### src/rtl/wp_pkg.sv
package wp_pkg;
  typedef enum logic [3:0] {
    OP_OTHER = 4'd0,
    OP_WRITE = 4'd1,
    OP_ERASE = 4'd2,
    OP_ERALL = 4'd3,
    OP_WRALL = 4'd4,
    OP_ARM   = 4'd5,
    OP_CLEAR = 4'd6,
    OP_SET   = 4'd7,
    OP_SEAL  = 4'd8,
    OP_RDREG = 4'd9
  } wp_op_e;

  typedef struct packed {
    logic prog_word;
    logic prog_all;
    logic arm;
    logic clr;
    logic set;
    logic seal;
    logic rdreg;
    logic other;
  } wp_cls_t;

  // true when a target lies outside the protected range
  function automatic logic below_fence(int unsigned tgt, int unsigned fence, logic fence_on);
    return !fence_on || (tgt < fence);
  endfunction
endpackage

### src/rtl/wp_decode.sv
module wp_decode
  import wp_pkg::*;
(
  input  logic       cmd_valid,
  input  logic [3:0] cmd_op,
  output wp_cls_t    cls
);
  always_comb begin
    cls = '0;
    if (cmd_valid) begin
      case (cmd_op)
        OP_WRITE, OP_ERASE: cls.prog_word = 1'b1;
        OP_ERALL, OP_WRALL: cls.prog_all  = 1'b1;
        OP_ARM:             cls.arm       = 1'b1;
        OP_CLEAR:           cls.clr       = 1'b1;
        OP_SET:             cls.set       = 1'b1;
        OP_SEAL:            cls.seal      = 1'b1;
        OP_RDREG:           cls.rdreg     = 1'b1;
        default:            cls.other     = 1'b1;
      endcase
    end
  end
endmodule

### src/rtl/wp_arm_seq.sv
module wp_arm_seq (
  input  logic clk,
  input  logic rst_n,
  input  logic cmd_any,
  input  logic arm_ok,
  input  logic seal_ok,
  output logic armed,
  output logic sealed
);
  always_ff @(posedge clk or negedge rst_n) begin
    if (!rst_n) begin
      armed  <= 1'b0;
      sealed <= 1'b0;
    end else begin
      if (cmd_any) armed <= arm_ok;
      if (seal_ok) sealed <= 1'b1;
    end
  end
endmodule

### src/rtl/wp_store.sv
module wp_store #(
  parameter int ADDR_W = 8
) (
  input  logic              clk,
  input  logic              rst_n,
  input  logic              clr_ok,
  input  logic              set_ok,
  input  logic [ADDR_W-1:0] set_addr,
  output logic [ADDR_W-1:0] prot_q,
  output logic              prot_valid
);
  localparam logic [ADDR_W-1:0] ALL_ONES = {ADDR_W{1'b1}};

  always_ff @(posedge clk or negedge rst_n) begin
    if (!rst_n) begin
      prot_q     <= ALL_ONES;
      prot_valid <= 1'b0;
    end else if (clr_ok) begin
      prot_q     <= ALL_ONES;
      prot_valid <= 1'b0;
    end else if (set_ok) begin
      prot_q     <= set_addr;
      prot_valid <= 1'b1;
    end
  end
endmodule

### src/rtl/wp_guard.sv
module wp_guard
  import wp_pkg::*;
#(
  parameter int ADDR_W = 8
) (
  input  logic              clk,
  input  logic              rst_n,
  input  logic              cmd_valid,
  input  logic [3:0]        cmd_op,
  input  logic [ADDR_W-1:0] cmd_addr,
  input  logic              pre_lvl,
  input  logic              pe_lvl,
  input  logic              wren_state,
  output logic              resp_ok,
  output logic              resp_abort,
  output logic              rd_stb,
  output logic [ADDR_W:0]   rd_frame
);
  localparam int FRAME_W = ADDR_W + 1;

  wp_cls_t           cls;
  logic              armed, sealed;
  logic [ADDR_W-1:0] prot_q;
  logic              prot_valid;

  // named internal events
  logic pin_prog, pin_prot, chg_ok;
  logic arm_ok, clr_ok, set_ok, seal_ok, word_ok, all_ok, rd_ok;
  logic grant, answered;

  wp_decode u_dec (.cmd_valid(cmd_valid), .cmd_op(cmd_op), .cls(cls));

  assign pin_prog = wren_state && !pre_lvl && pe_lvl;
  assign pin_prot = pre_lvl && pe_lvl;
  assign chg_ok   = armed && pin_prot && !sealed;

  assign arm_ok  = cls.arm && wren_state && pin_prot;
  assign clr_ok  = cls.clr && chg_ok;
  assign set_ok  = cls.set && chg_ok && !prot_valid;
  assign seal_ok = cls.seal && chg_ok;
  assign word_ok = cls.prog_word && pin_prog &&
                   below_fence(int'(cmd_addr), int'(prot_q), prot_valid);
  assign all_ok  = cls.prog_all && pin_prog && !prot_valid;
  assign rd_ok   = cls.rdreg && pre_lvl;

  assign grant    = arm_ok || clr_ok || set_ok || seal_ok || word_ok || all_ok || rd_ok;
  assign answered = cmd_valid && !cls.other;

  wp_arm_seq u_seq (
    .clk(clk), .rst_n(rst_n), .cmd_any(cmd_valid),
    .arm_ok(arm_ok), .seal_ok(seal_ok), .armed(armed), .sealed(sealed)
  );

  wp_store #(.ADDR_W(ADDR_W)) u_store (
    .clk(clk), .rst_n(rst_n), .clr_ok(clr_ok), .set_ok(set_ok),
    .set_addr(cmd_addr), .prot_q(prot_q), .prot_valid(prot_valid)
  );

  always_ff @(posedge clk or negedge rst_n) begin
    if (!rst_n) begin
      resp_ok    <= 1'b0;
      resp_abort <= 1'b0;
      rd_stb     <= 1'b0;
      rd_frame   <= '0;
    end else begin
      resp_ok    <= grant;
      resp_abort <= answered && !grant;
      rd_stb     <= rd_ok;
      if (rd_ok) rd_frame <= FRAME_W'({1'b0, prot_q});
    end
  end
endmodule

### config.mk
export PLATFORM = sky130hd
export DESIGN_NAME = wp_guard
export DESIGN_NICKNAME = d
export VERILOG_FILES = /design/src/rtl/wp_pkg.sv /design/src/rtl/wp_decode.sv /design/src/rtl/wp_arm_seq.sv /design/src/rtl/wp_store.sv /design/src/rtl/wp_guard.sv
export SDC_FILE = /design/constraint.sdc
export NUM_CORES = 1
export LEC_CHECK = 0
export BUFFER_PORTS_ARGS = -buffer_cell sky130_fd_sc_hd__buf_4
export CAP_MARGIN = 15
export CORE_MARGIN = 5
export CORE_UTILIZATION = 35
export CTS_CLUSTER_DIAMETER = 50
export CTS_CLUSTER_SIZE = 10
export DETAILED_ROUTE_END_ITERATION = 8
export PLACE_DENSITY = 0.54
export RECOVER_POWER = 100
export SLEW_MARGIN = 20
export SYNTH_ARGS = -nofsm -noshare
export SYNTH_HDL_FRONTEND = slang
export SYNTH_SLANG_ARGS = --single-unit
export TNS_END_PERCENT = 5
### constraint.sdc
create_clock -name clk -period 2.11 [get_ports clk]
set_clock_uncertainty 0.15 [all_clocks]
set_input_delay 0.1055 -clock clk [delete_from_list [all_inputs] [get_ports clk]]
set_output_delay 0.1055 -clock clk [all_outputs]
set_load 0.05 [all_outputs]
# Word level (Yosys, flattened, before mapping)
# Index checks and enable logic that the tools add are counted.
# W data, S select, Z words.
# op_classes
n_mux,13
eq_ne,9
reduce_logical,34
order_cmp,1
# ops
op,count
$mux W8,3
$logic_and A1 B1 Y1,18
$eq A4 B3 Y1 const B,4
$mux W1,10
$reduce_or A9 Y1,1
$eq A4 B2 Y1 const B,2
$eq A4 B4 Y1 const B,2
$lt A8 B8 Y1,1
$logic_or A1 B1 Y1,7
$logic_not A1 Y1,5
$eq A4 B1 Y1 const B,1
$reduce_or A2 Y1,2
$reduce_bool A2 Y1,1
# totals
output_inout_bits,12
in_bits,18
reg_bits,22
wordCells,65

# Longest topological paths before layout
# Gate-level depths: netlist of the first run.
# depth
word_depth,14
ltp_mapped,7
depth_no_buf,5

# By module
# Synthesis of the first run repeated with hierarchy kept, for this count alone.
# hier_totals
cells_unflattened,126
area_unflattened_um2,1258.7
# modules_own_cells
module,instances,cells_per_inst,area_per_inst_um2,seq_area_each_um2
wp_guard,1,72,669.4,275.3
wp_store,1,29,386.6,235.2
wp_decode,1,21,131.4,0.0
wp_arm_seq,1,4,71.3,50.0

# Worst setup path before layout of the first run
# Ideal clock, no wire load.
# synth_path
path_kind,register to register
from,register u_store.prot_q[7]
to,register resp_abort
slack_ns,0.237
setup_ns,0.126
stages_incl_launch_ff,6
arrival_ns,1.597
t_required_ns,1.834
period_less_slack_ns,1.873
path_cell_list,dfstp_2 -> inv_1 -> ha_1 -> a2111oi_0 -> o21ai_1 -> o311a_1
# synth_via
elab_chain_len,8
# synth_rtl
item,line,rtl
from (decl),wp_store.sv:9,"output logic [ADDR_W-1:0] prot_q,"
from (signal assigned),wp_store.sv:22,prot_q <= set_addr;
$lt A8 B8 Y1,wp_pkg.sv:28,return !fence_on || (tgt < fence);
$logic_or A1 B1 Y1,wp_pkg.sv:28,
$logic_and A1 B1 Y1,wp_guard.sv:41,assign word_ok = cls.prog_word && pin_prog &&
$logic_or A1 B1 Y1 (3 in series),wp_guard.sv:46,assign grant = arm_ok || clr_ok || set_ok || seal_ok || word_ok || all_ok || rd_ok;
$logic_not A1 Y1,wp_guard.sv:67,resp_abort <= answered && !grant;
$logic_and A1 B1 Y1,wp_guard.sv:67,
to (signal assigned),wp_guard.sv:67,
to (decl),wp_guard.sv:15,"output logic resp_abort,"
# No other way between the ends.
# A chain may end at the register's enable or synchronous reset.

# Final worst setup path of the first run
# Same ends and word-level chain as after synthesis.

==> metrics.yaml, run 1 <==
status:
  run_status: "finished clean"
sta:
  max_slew_margin_pct: 21.5
  setup_viol: 0
  max_freq_mhz: 506
  setup_tns_ps: 0
  tightest_slew_ps: 1180
  fin_crit_ps: 1980
  finalHoldViolCount: 0
  worst_slack_ps: 133
  finalCritPeriodShare_pct: 93.7
  slew_violations: 0
  grt_setup_unrepaired: "no"
route:
  vias: 914
  routed_wl_mm: 2.51
  drt-initial-drc-count: 12
  drtPass1Iterations: 4
  ant_nets: 0
  drc: 0
  wl_per_cell_microns: 12.8
  avgViaCountPerCell: 4.69
global_route:
  top_usage_layer: "met2"
  use_met2_pct: 21.3
  grt_max_degree: 23
  antenna_found_initial: 0
  grt_use_total_pct: 12.1
  overflow: 0
  grt_pass1_vias: 931
  grt_pass1_wl_mm: 4.19
  use_met1_pct: 14.3
  use_met3_pct: 1.48
setup_path:
  start_kind: "flip-flop"
  worst-setup-path-type: "flip-flop to flip-flop"
  crit_chain: "inv_1 > ha_1 > a2111oi_1 > o21ai_1 > o311a_1"
  cp_slowest_cell: "dfstp_2"
  slowest_delay_ps: 550
  cp.arrival_ps: 2030
  end_kind: "flip-flop"
  r2r-start: "u_store.prot_q[7]"
  crit_path_max_fanout: 2
  critPathRequiredTime_ps: 2170
  crit_start: "u_store.prot_q[7]"
  reg2reg_slack_ps: 130
  cp_top_family: "compound AO/OA/AOI/OAI gates"
  cp_num_buf_inv: 1
floorplan:
  rows: 21
  core_sq_um: 3310
  die_w_microns: 68.1
  die_area_sq_um: 4640
  start_util_pct: 35.7
  die_y_microns: 68.1
  io_pins: 30
hold_path:
  min_path_type: "primary input to flip-flop"
  min_from: "wren_state"
logic_synthesis:
  ys.warnings.count: 0
  yosysSeqAreaShare_pct: 47.5
  yosysMostFrequentCell: "dfrtp_1"
  synth_edf_count: 0
  yosysUniqueCellTypes: 41
  synth_top_area_share_pct: 29.7
  synth_top_area_cell: "dfrtp_1"
  synth_commonest_cells: "14 x dfrtp_1, 11 x inv_1, 9 x nand2_1"
  synth_cells: 109
  synthFlopType: "dfrtp_1"
  synthTopCellsByArea: "dfrtp_1 30%, dfstp_2 18%, ha_1 7.4%"
  ys_ff_latch: 22
  synthesis.nets: 134
  async_reset_ff_share_pct: 100
  synth_area_per_cell_sq_um: 10.8
  syn-cell-area_sq_um: 1180
placed_design:
  dp_worst_setup_slack_ps: 108
  hpwl_mm: 1.90
  io_buffers: 28
  gp_congestion: 0.822
cells_and_area:
  areaGrowthSynthToFinish_pct: 25.8
  fill_cells: 378
  nets: 175
  drive_gt1_share_pct: 24.2
  antenna_cells: 0
  post-route-util_pct: 44.9
power:
  power_density_nw_per_um2: 525
  vdd_drop_max_mv: 0.193
  p_leak_nw: 0.623
  power_mw: 0.780
clocking:
  clock_latency_ps: 320
  clock_sinks: 22
  clkSlewWorstSetupHoldPaths_ps: 130
  cts-root-buf: "clkbuf_4"
  cts_buffers: 3
  cts_buffer_depth: 2
  htreeDepth: 1
  cts_tree: "done"
job:
  cap_violations: 0
[timing repair]
item,CTS,global route
setup endpoints to repair,0,1
hold buffers,12,0
endpoints found under the hold margin,33,0
resized for setup,0,2
setup buffers,0,0
[flip-flops by register name, indices dropped and copies added, names as in the netlist]
register and count:
u_store.prot_valid 1, rd_stb 1, u_seq.armed 1, resp_ok 1, rd_frame 8, resp_abort 1, u_seq.sealed 1, u_store.prot_q 8
[worst register-to-register path, cell delays in order (launching register included)]
cell and delay, ps:
dfstp_2 550, inv_1 40, ha_1 280, a2111oi_1 400, o21ai_1 150, o311a_1 300
[stage by stage]
stage | cell area [sq um] | std cells | hold slack [ps]
2_1_floorplan | 1180 | 109 | -340
3_3_place_gp | 1400 | 179 | -136
3_5_place_dp | 1400 | 179 | -135
4_1_cts | 1560 | 195 | 13.0
5_1_grt | 1490 | 195 | 33.6
6_report | 1490 | 195 | 20.4
[cell families after synthesis]
group / count (synthesis) / share of synthesized area, %
adders and majority gates: 7 / 7.41
AOI/OAI and AO/OA: 30 / 20.3
DFF: 22 / 47.5
other: 1 / 0.317
buffers and inverters: 17 / 8.47
xor gates and xnor gates: 2 / 1.48
and+or+nand+nor: 30 / 14.5
[layout by cell type, fill, tap and decap left out, types with 2 or more instances in the layout]
| master | n |
|---|---|
| a2111oi_1 | 2 |
| a21o_1 | 2 |
| a21oi_1 | 2 |
| buf_4 | 16 |
| clkbuf_1 | 12 |
| clkbuf_4 | 3 |
| dfrtp_1 | 14 |
| dfstp_2 | 8 |
| dlygate4sd3_1 | 12 |
| ha_1 | 7 |
| inv_1 | 11 |
| nand2_1 | 11 |
| nand3b_1 | 2 |
| nor2_1 | 4 |
| nor3_1 | 2 |
| nor4_1 | 2 |
| o21ai_0 | 6 |
| o21ai_2 | 3 |
| o22a_1 | 8 |
[layout make-up]
| cell class | instances | area [sq um] | share of cell area, % |
|---|---|---|---|
| clock buffers | 4 | 36.3 | 2.44 |
| inverters | 12 | 45.0 | 3.03 |
| multi-input cells | 70 | 497 | 33.4 |
| flip-flops and latches | 22 | 561 | 37.7 |
| well taps | 46 | 57.6 | 3.87 |
| repair buffers | 41 | 290 | 19.5 |
[metal layers]
layer / up-vias / wire length, microns
met5: - / 0
met1: 427 / 1120
met3: 3 / 109
li1: 460 / -
met4: 0 / 32
met2: 24 / 1240
[power breakdown]
part,switching (mW),internal [mW]
Sequential,0.00195,0.427
Clock,0.132,0.106
Combinational,0.0606,0.0533
Total,0.194,0.586
[path summary, 6_finish.rpt]
path,end,cells after the start
worst min-delay path,resp_ok,3
worst min register to register,rd_frame[3],2
min in group asynchronous,rd_frame[3],2
worst max-delay path,resp_abort,5
max in group asynchronous,u_seq.sealed,2
worst max register to register,resp_abort,5
Power figures use the tool's default switching activity.
==> inputs of run 2 (changes only) <==
==> constraint.sdc (replaced) <==
create_clock -name clk -period 1.95 [get_ports clk]
set_clock_uncertainty 0.15 [all_clocks]
set_input_delay 0.2925 -clock clk [delete_from_list [all_inputs] [get_ports clk]]
set_output_delay 0.2925 -clock clk [all_outputs]
set_load 0.05 [all_outputs]
==> run 2 against run 1 <==
  * Flip-flop and latch count stayed put
  * Cell area down 5.3%
  * Via count decreased by 3.5%
  * Global-route usage shrank 0.59 points
  * Total power rose by 6.4%
  * First-iteration DRC count increased to 3.8 times the previous value
  * Clock-buffer cell count did not move
  * Maximum frequency increased by 7.2%
  * Critical endpoint unchanged
  * Highest routed layer unchanged
==> metrics.yaml, run 2 (synthesis gave the netlist of run 1 again) <==
floorplan:
  die_area_sq_um: 4640  # unchanged
  rows: 21  # unchanged
  core_sq_um: 3310  # unchanged
  io_pins: 30  # unchanged
  die_w_microns: 68.1  # unchanged
  die_y_microns: 68.1  # unchanged
  start_util_pct: 35.7  # unchanged
global_route:
  grt_max_degree: 23  # unchanged
  grt_pass1_vias: 891  # -4.3%
  overflow: 0  # unchanged
  grt_use_total_pct: 11.5  # -0.59 points
  grt_pass1_wl_mm: 4.00  # -4.4%
  antenna_found_initial: 0  # unchanged
placed_design:
  io_buffers: 28  # unchanged
  post_dp_cell_area_sq_um: 1420  # +1.4%
  gp_congestion: 0.816  # -0.80%
  hpwl_mm: 1.86  # -1.9%
  placedCellCount: 180  # +0.56%
  dp_worst_setup_slack_ps: -69.3  # -178 ps
route:
  drtPass1Iterations: 4  # unchanged
  vias: 882  # -3.5%
  drt-initial-drc-count: 46  # +34
  drc: 0  # unchanged
  avgViaCountPerCell: 4.77  # +1.7%
  wl_per_cell_microns: 13.2  # +2.7%
  ant_nets: 0  # unchanged
  routed_wl_mm: 2.44  # -2.6%
cells_and_area:
  antenna_cells: 0  # unchanged
  nets: 165  # -5.7%
  areaGrowthSynthToFinish_pct: 19.2
  design_area_sq_um: 1410  # -5.3%
  top_regs: "rd_frame x8, u_store.prot_q x8"
  fill_cells: 359  # -5.0%
  final_cells: 185  # -5.1%
  mostFrequentLayoutCells: "16 x buf_4, 14 x dfrtp_1, 13 x clkbuf_1"
  post-route-util_pct: 42.5  # -2.4 points
  layout_commonest_cell: "buf_4"
  drive_gt1_share_pct: 29.5  # +5.3 points
clocking:
  cts_buffer_depth: 2  # unchanged
  clkSlewWorstSetupHoldPaths_ps: 130  # about the same
  cts_buffers: 3  # unchanged
  htreeDepth: 1  # unchanged
  cts-root-buf: "clkbuf_4"
  cts_tree: "done"
  clock_latency_ps: 300  # -20 ps
  clock_sinks: 22  # unchanged
setup_path:
  crit_path_max_fanout: 2  # unchanged
  cp.arrival_ps: 1890  # -140 ps
  end_kind: "flip-flop"
  worst-setup-path-type: "flip-flop to flip-flop"
  start_kind: "flip-flop"
  critPathRequiredTime_ps: 2000  # -170 ps
sta:
  max_freq_mhz: 542  # +7.2%
  hold_ws_ps: 52.8  # +32.4 ps
  max_slew_margin_pct: 19.7  # -1.9 points
  tightest_slew_ps: 1210  # +28.3 ps
  finalCritPeriodShare_pct: 94.6  # +0.87 points
  slew_violations: 0  # unchanged
  worst_slack_ps: 106  # -27.0 ps
  setup_tns_ps: 0  # unchanged
  setup_viol: 0  # unchanged
  fin_crit_ps: 1840  # -133 ps
  finalHoldViolCount: 0  # unchanged
  grt_setup_unrepaired: "no"
hold_path:
  min_path_type: "primary input to flip-flop"
power:
  vdd_drop_max_mv: 0.191  # -0.99%
  power_density_nw_per_um2: 590  # +12%
  power_mw: 0.830  # +6.4%
  p_leak_nw: 0.579  # -7.1%
status:
  run_status: "finished clean"
job:
  cap_violations: 0  # unchanged
run 2: power breakdown:
part / switching, mW / internal, mW / total, mW
logic: 0.0660 / 0.0458 / 0.112
registers: 0.00213 / 0.462 / 0.464
clock network: 0.140 / 0.114 / 0.254
run 2: cell type report:
type / count / area (sq um) / share of cell area (%)
well taps: 46 / 57.6 / 4.09
inverters: 12 / 45.0 / 3.20
repair buffers: 31 / 184 / 13.1
clock buffers: 4 / 36.3 / 2.58
multi-input cells: 70 / 524 / 37.2
flip-flops and latches: 22 / 561 / 39.8
run 2: worst paths after layout:
kind / to / slack, ps / depth (start not counted) / startpoint
setup / recovery: resp_abort / 110 / 5 / u_store.prot_q[2]
hold / removal: u_store.prot_q[3] / 50 / 2 / cmd_addr[3]
setup reg to reg: resp_abort / 110 / 5 / u_store.prot_q[2]
hold reg to reg: rd_frame[1] / 340 / 2 / rd_frame[1]
max in group asynchronous: resp_abort / 350 / 2 / rst_n
min in group asynchronous: rd_frame[3] / 590 / 2 / rst_n
run 2: timing repair:
item	4_1_cts	5_1_grt
gates resized for setup	4	2
setup buffers	0	0
hold buffers	1	0
endpoints found under the hold margin	22	0
pin swaps	0	2
endpoints found under the setup margin	2	1
run 2: metal layers:
layer | wire length [microns] | vias to the layer above | share of wire (%) | track usage (%)
li1 | - | 447 | - | -
met1 | 1160 | 406 | 47 | 14.8
met2 | 1130 | 27 | 46 | 18.9
met3 | 135 | 2 | 5.5 | 1.81
met4 | 19 | 0 | 0.78 | 4.96
met5 | 0 | - | 0 | 0
run 2: worst max-delay path, stage by stage (launching register included):
cell and delay [ps]:
dfstp_2 550, inv_1 50, ha_1 300, a211oi_2 250, a2111oi_2 110, o311a_1 340
==> inputs of run 3 (changes only) <==
--- a/config.mk
+++ b/config.mk
@@ -12,7 +12,7 @@
 export CTS_CLUSTER_DIAMETER = 50
 export CTS_CLUSTER_SIZE = 10
 export DETAILED_ROUTE_END_ITERATION = 8
-export PLACE_DENSITY = 0.54
+export PLACE_DENSITY = 0.56
 export RECOVER_POWER = 100
 export SLEW_MARGIN = 20
 export SYNTH_ARGS = -nofsm -noshare
==> constraint.sdc (replaced) <==
create_clock -name clk -period 1.56 [get_ports clk]
set_clock_uncertainty 0.15 [all_clocks]
set_input_delay 0.234 -clock clk [delete_from_list [all_inputs] [get_ports clk]]
set_output_delay 0.234 -clock clk [all_outputs]
set_load 0.05 [all_outputs]
==> run 3 against run 2 <==
  * Via count grew 12%
  * Sequential power grew 25%
  * Cell count grew 14%
  * Non-clock buffer count grew 26
  * Critical path type unchanged
  * Cell area grew 22%
  * Sequential share of layout area shrank 7.3 points
  * Flip-flop and latch count is the same
  * Global-route usage grew 1.9 points
  * The run now ends with negative setup slack left
  * Total power grew 31%
  * Clock-buffer cell count is the same
  * Worst hold slack lost 34 ps
==> metrics.yaml, run 3 (synthesis gave the netlist of run 1 again) <==
status:
  run_status: "finished with violations"
  violations: "negative setup slack"
route:
  met1_length_mm: 1.14  # -1.3%
  vias: 986  # +12%
  avgViaCountPerCell: 4.67  # -2.0%
  ant_nets: 0  # unchanged
  dr_wl_met3_microns: 126  # -6.7%
  routed_wl_mm: 2.74  # +12%
  topRoutingLayerUsed: "met4"
  drtPass1Iterations: 3  # -1
  drc: 0  # unchanged
  wl_per_cell_microns: 13.0  # -1.7%
  wl_met2_mm: 1.44  # +28%
  drt-initial-drc-count: 22  # -52%
cells_and_area:
  antenna_cells: 0  # unchanged
  design_area_sq_um: 1720  # +22%
  nets: 191  # +16%
  top_regs: "rd_frame x8, u_store.prot_q x8"
  drive_gt1_share_pct: 52.1  # +23 points
  areaGrowthSynthToFinish_pct: 46.0
  post-route-util_pct: 52.1  # +9.6 points
  mostFrequentLayoutCells: "36 x buf_4, 14 x dfrtp_1, 13 x clkbuf_2"
  layout_commonest_cell: "buf_4"
setup_path:
  start_kind: "flip-flop"
  cp.arrival_ps: 1840  # -50 ps
  reg2reg_depth: 5  # unchanged
  worst-setup-path-type: "flip-flop to flip-flop"
  critPathRequiredTime_ps: 1610  # -390 ps
  reg2reg_to: "resp_ok"
  r2r-start: "u_store.prot_q[7]"
  reg2reg_slack_ps: -230  # -340 ps
  end_kind: "flip-flop"
  crit_path_max_fanout: 2  # unchanged
floorplan:
  die_w_microns: 68.1  # unchanged
  die_y_microns: 68.1  # unchanged
  die_area_sq_um: 4640  # unchanged
  io_pins: 30  # unchanged
  rows: 21  # unchanged
  start_util_pct: 35.7  # unchanged
  core_sq_um: 3310  # unchanged
clocking:
  clock_sinks: 22  # unchanged
  cts_buffer_depth: 2  # unchanged
  cts_tree: "done"
  htreeDepth: 1  # unchanged
  cts_buffers: 3  # unchanged
  clkSlewWorstSetupHoldPaths_ps: 130  # about the same
  clock_latency_ps: 310  # about the same
  cts-root-buf: "clkbuf_4"
global_route:
  grt_max_degree: 23  # unchanged
  grt_pass1_vias: 1112  # +25%
  overflow: 0  # unchanged
  grt_pass1_wl_mm: 4.66  # +16%
  antenna_found_initial: 0  # unchanged
  grt_use_total_pct: 13.4  # +1.9 points
job:
  cap_violations: 0  # unchanged
sta:
  max_freq_mhz: 557  # +2.7%
  fin_crit_ps: 1790  # -49.3 ps
  finalHoldViolCount: 0  # unchanged
  max_slew_margin_pct: 63.6  # +44 points
  setup_viol: 3  # +3
  slew_violations: 0  # unchanged
  grt_setup_unrepaired: "yes"
  finalCritPeriodShare_pct: 115  # +20 points
  tightest_slew_ps: 546  # -659 ps
  worst_slack_ps: -235  # -341 ps
power:
  vdd_drop_max_mv: 0.428  # +120%
  power_density_nw_per_um2: 629  # +6.6%
  p_leak_nw: 0.755  # +30%
placed_design:
  post_dp_cell_area_sq_um: 1610  # +13%
  hpwl_mm: 2.08  # +12%
  gp_congestion: 0.767  # -6.0%
  io_buffers: 28  # unchanged
hold_path:
  min_from: "cmd_addr[1]"
  holdPathStages: 2  # unchanged
  min_path_type: "primary input to flip-flop"
  whs_endpoint: "u_store.prot_q[1]"
-- run 3: changes by cell type in the layout (fill, tap and decap cells not counted), moves of 2 or more --
cell and change:
a2111oi_2 -2, a2111oi_4 +2, buf_4 +20, clkbuf_1 -12
clkbuf_2 +12, dlygate4sd3_1 +5, ha_1 -2, ha_4 +2
inv_1 -3, inv_2 +3, o21ai_0 -7, o21ai_2 +7
-- run 3: area by class of cell --
cell class                 instances  area (sq um)
fill                             339          1590
inverter                          12          45.0
timing repair buffer              57           410
tap                               46          57.6
clock buffer                       4          36.3
sequential                        22           561
multi-input combinational         70           614
-- run 3: how the worst max path moves through the flow --
| stage | startpoint | endpoint | slack (ps) |
|---|---|---|---|
| floorplan | u_store.prot_q[7] | resp_abort | -230 |
| global placement | u_store.prot_q[1] | resp_ok | -320 |
| detailed placement | u_store.prot_q[2] | resp_abort | -360 |
| CTS | u_store.prot_q[7] | resp_ok | -230 |
| global route | u_store.prot_q[7] | resp_ok | -300 |
| finish | u_store.prot_q[7] | resp_ok | -230 |
-- run 3: per-stage QoR --
stage	TNS (ps)	std cells	hold slack, ps	setup slack [ps]	power [mW]
3_3_place_gp	-910	200	-8.53	-317	0.756
3_5_place_dp	-1050	200	-11.7	-359	0.758
4_1_cts	-461	210	2.61	-231	1.11
5_1_grt	-1050	211	3.29	-305	1.14
6_report	-442	211	18.4	-235	1.08
2_1_floorplan	-453	109	-212	-230	0.670
-- run 3: layer usage --
metal  vias to the layer above  global-route usage, %
met3                         4                   4.27
li1                        497                      -
met4                         0                   2.98
met5                         -                      0
met1                       467                   13.9
met2                        18                   25.8
-- run 3: power by group --
group / switching [mW] / internal [mW] / leakage (nW)
sequential: 0.00281 / 0.578 / 0.271
combinational: 0.100 / 0.0913 / 0.463
clock: 0.170 / 0.143 / 0.0210
-- run 3: worst max-delay path, stage by stage (launching register included) --
cell and delay [ps]:
dfstp_2 560, inv_2 50, ha_4 220, a2111oi_4 290, o21ai_2 110, o31ai_1 310
-- run 3: timing repair --
action | CTS | global route
gates resized for setup | 8 | 5
buffers inserted | 1 | 0
endpoints found under the setup margin | 8 | 11
pin swaps | 9 | 3
hold buffers | 5 | 1
hold endpoints to repair | 26 | 1
gates cloned | 0 | 0
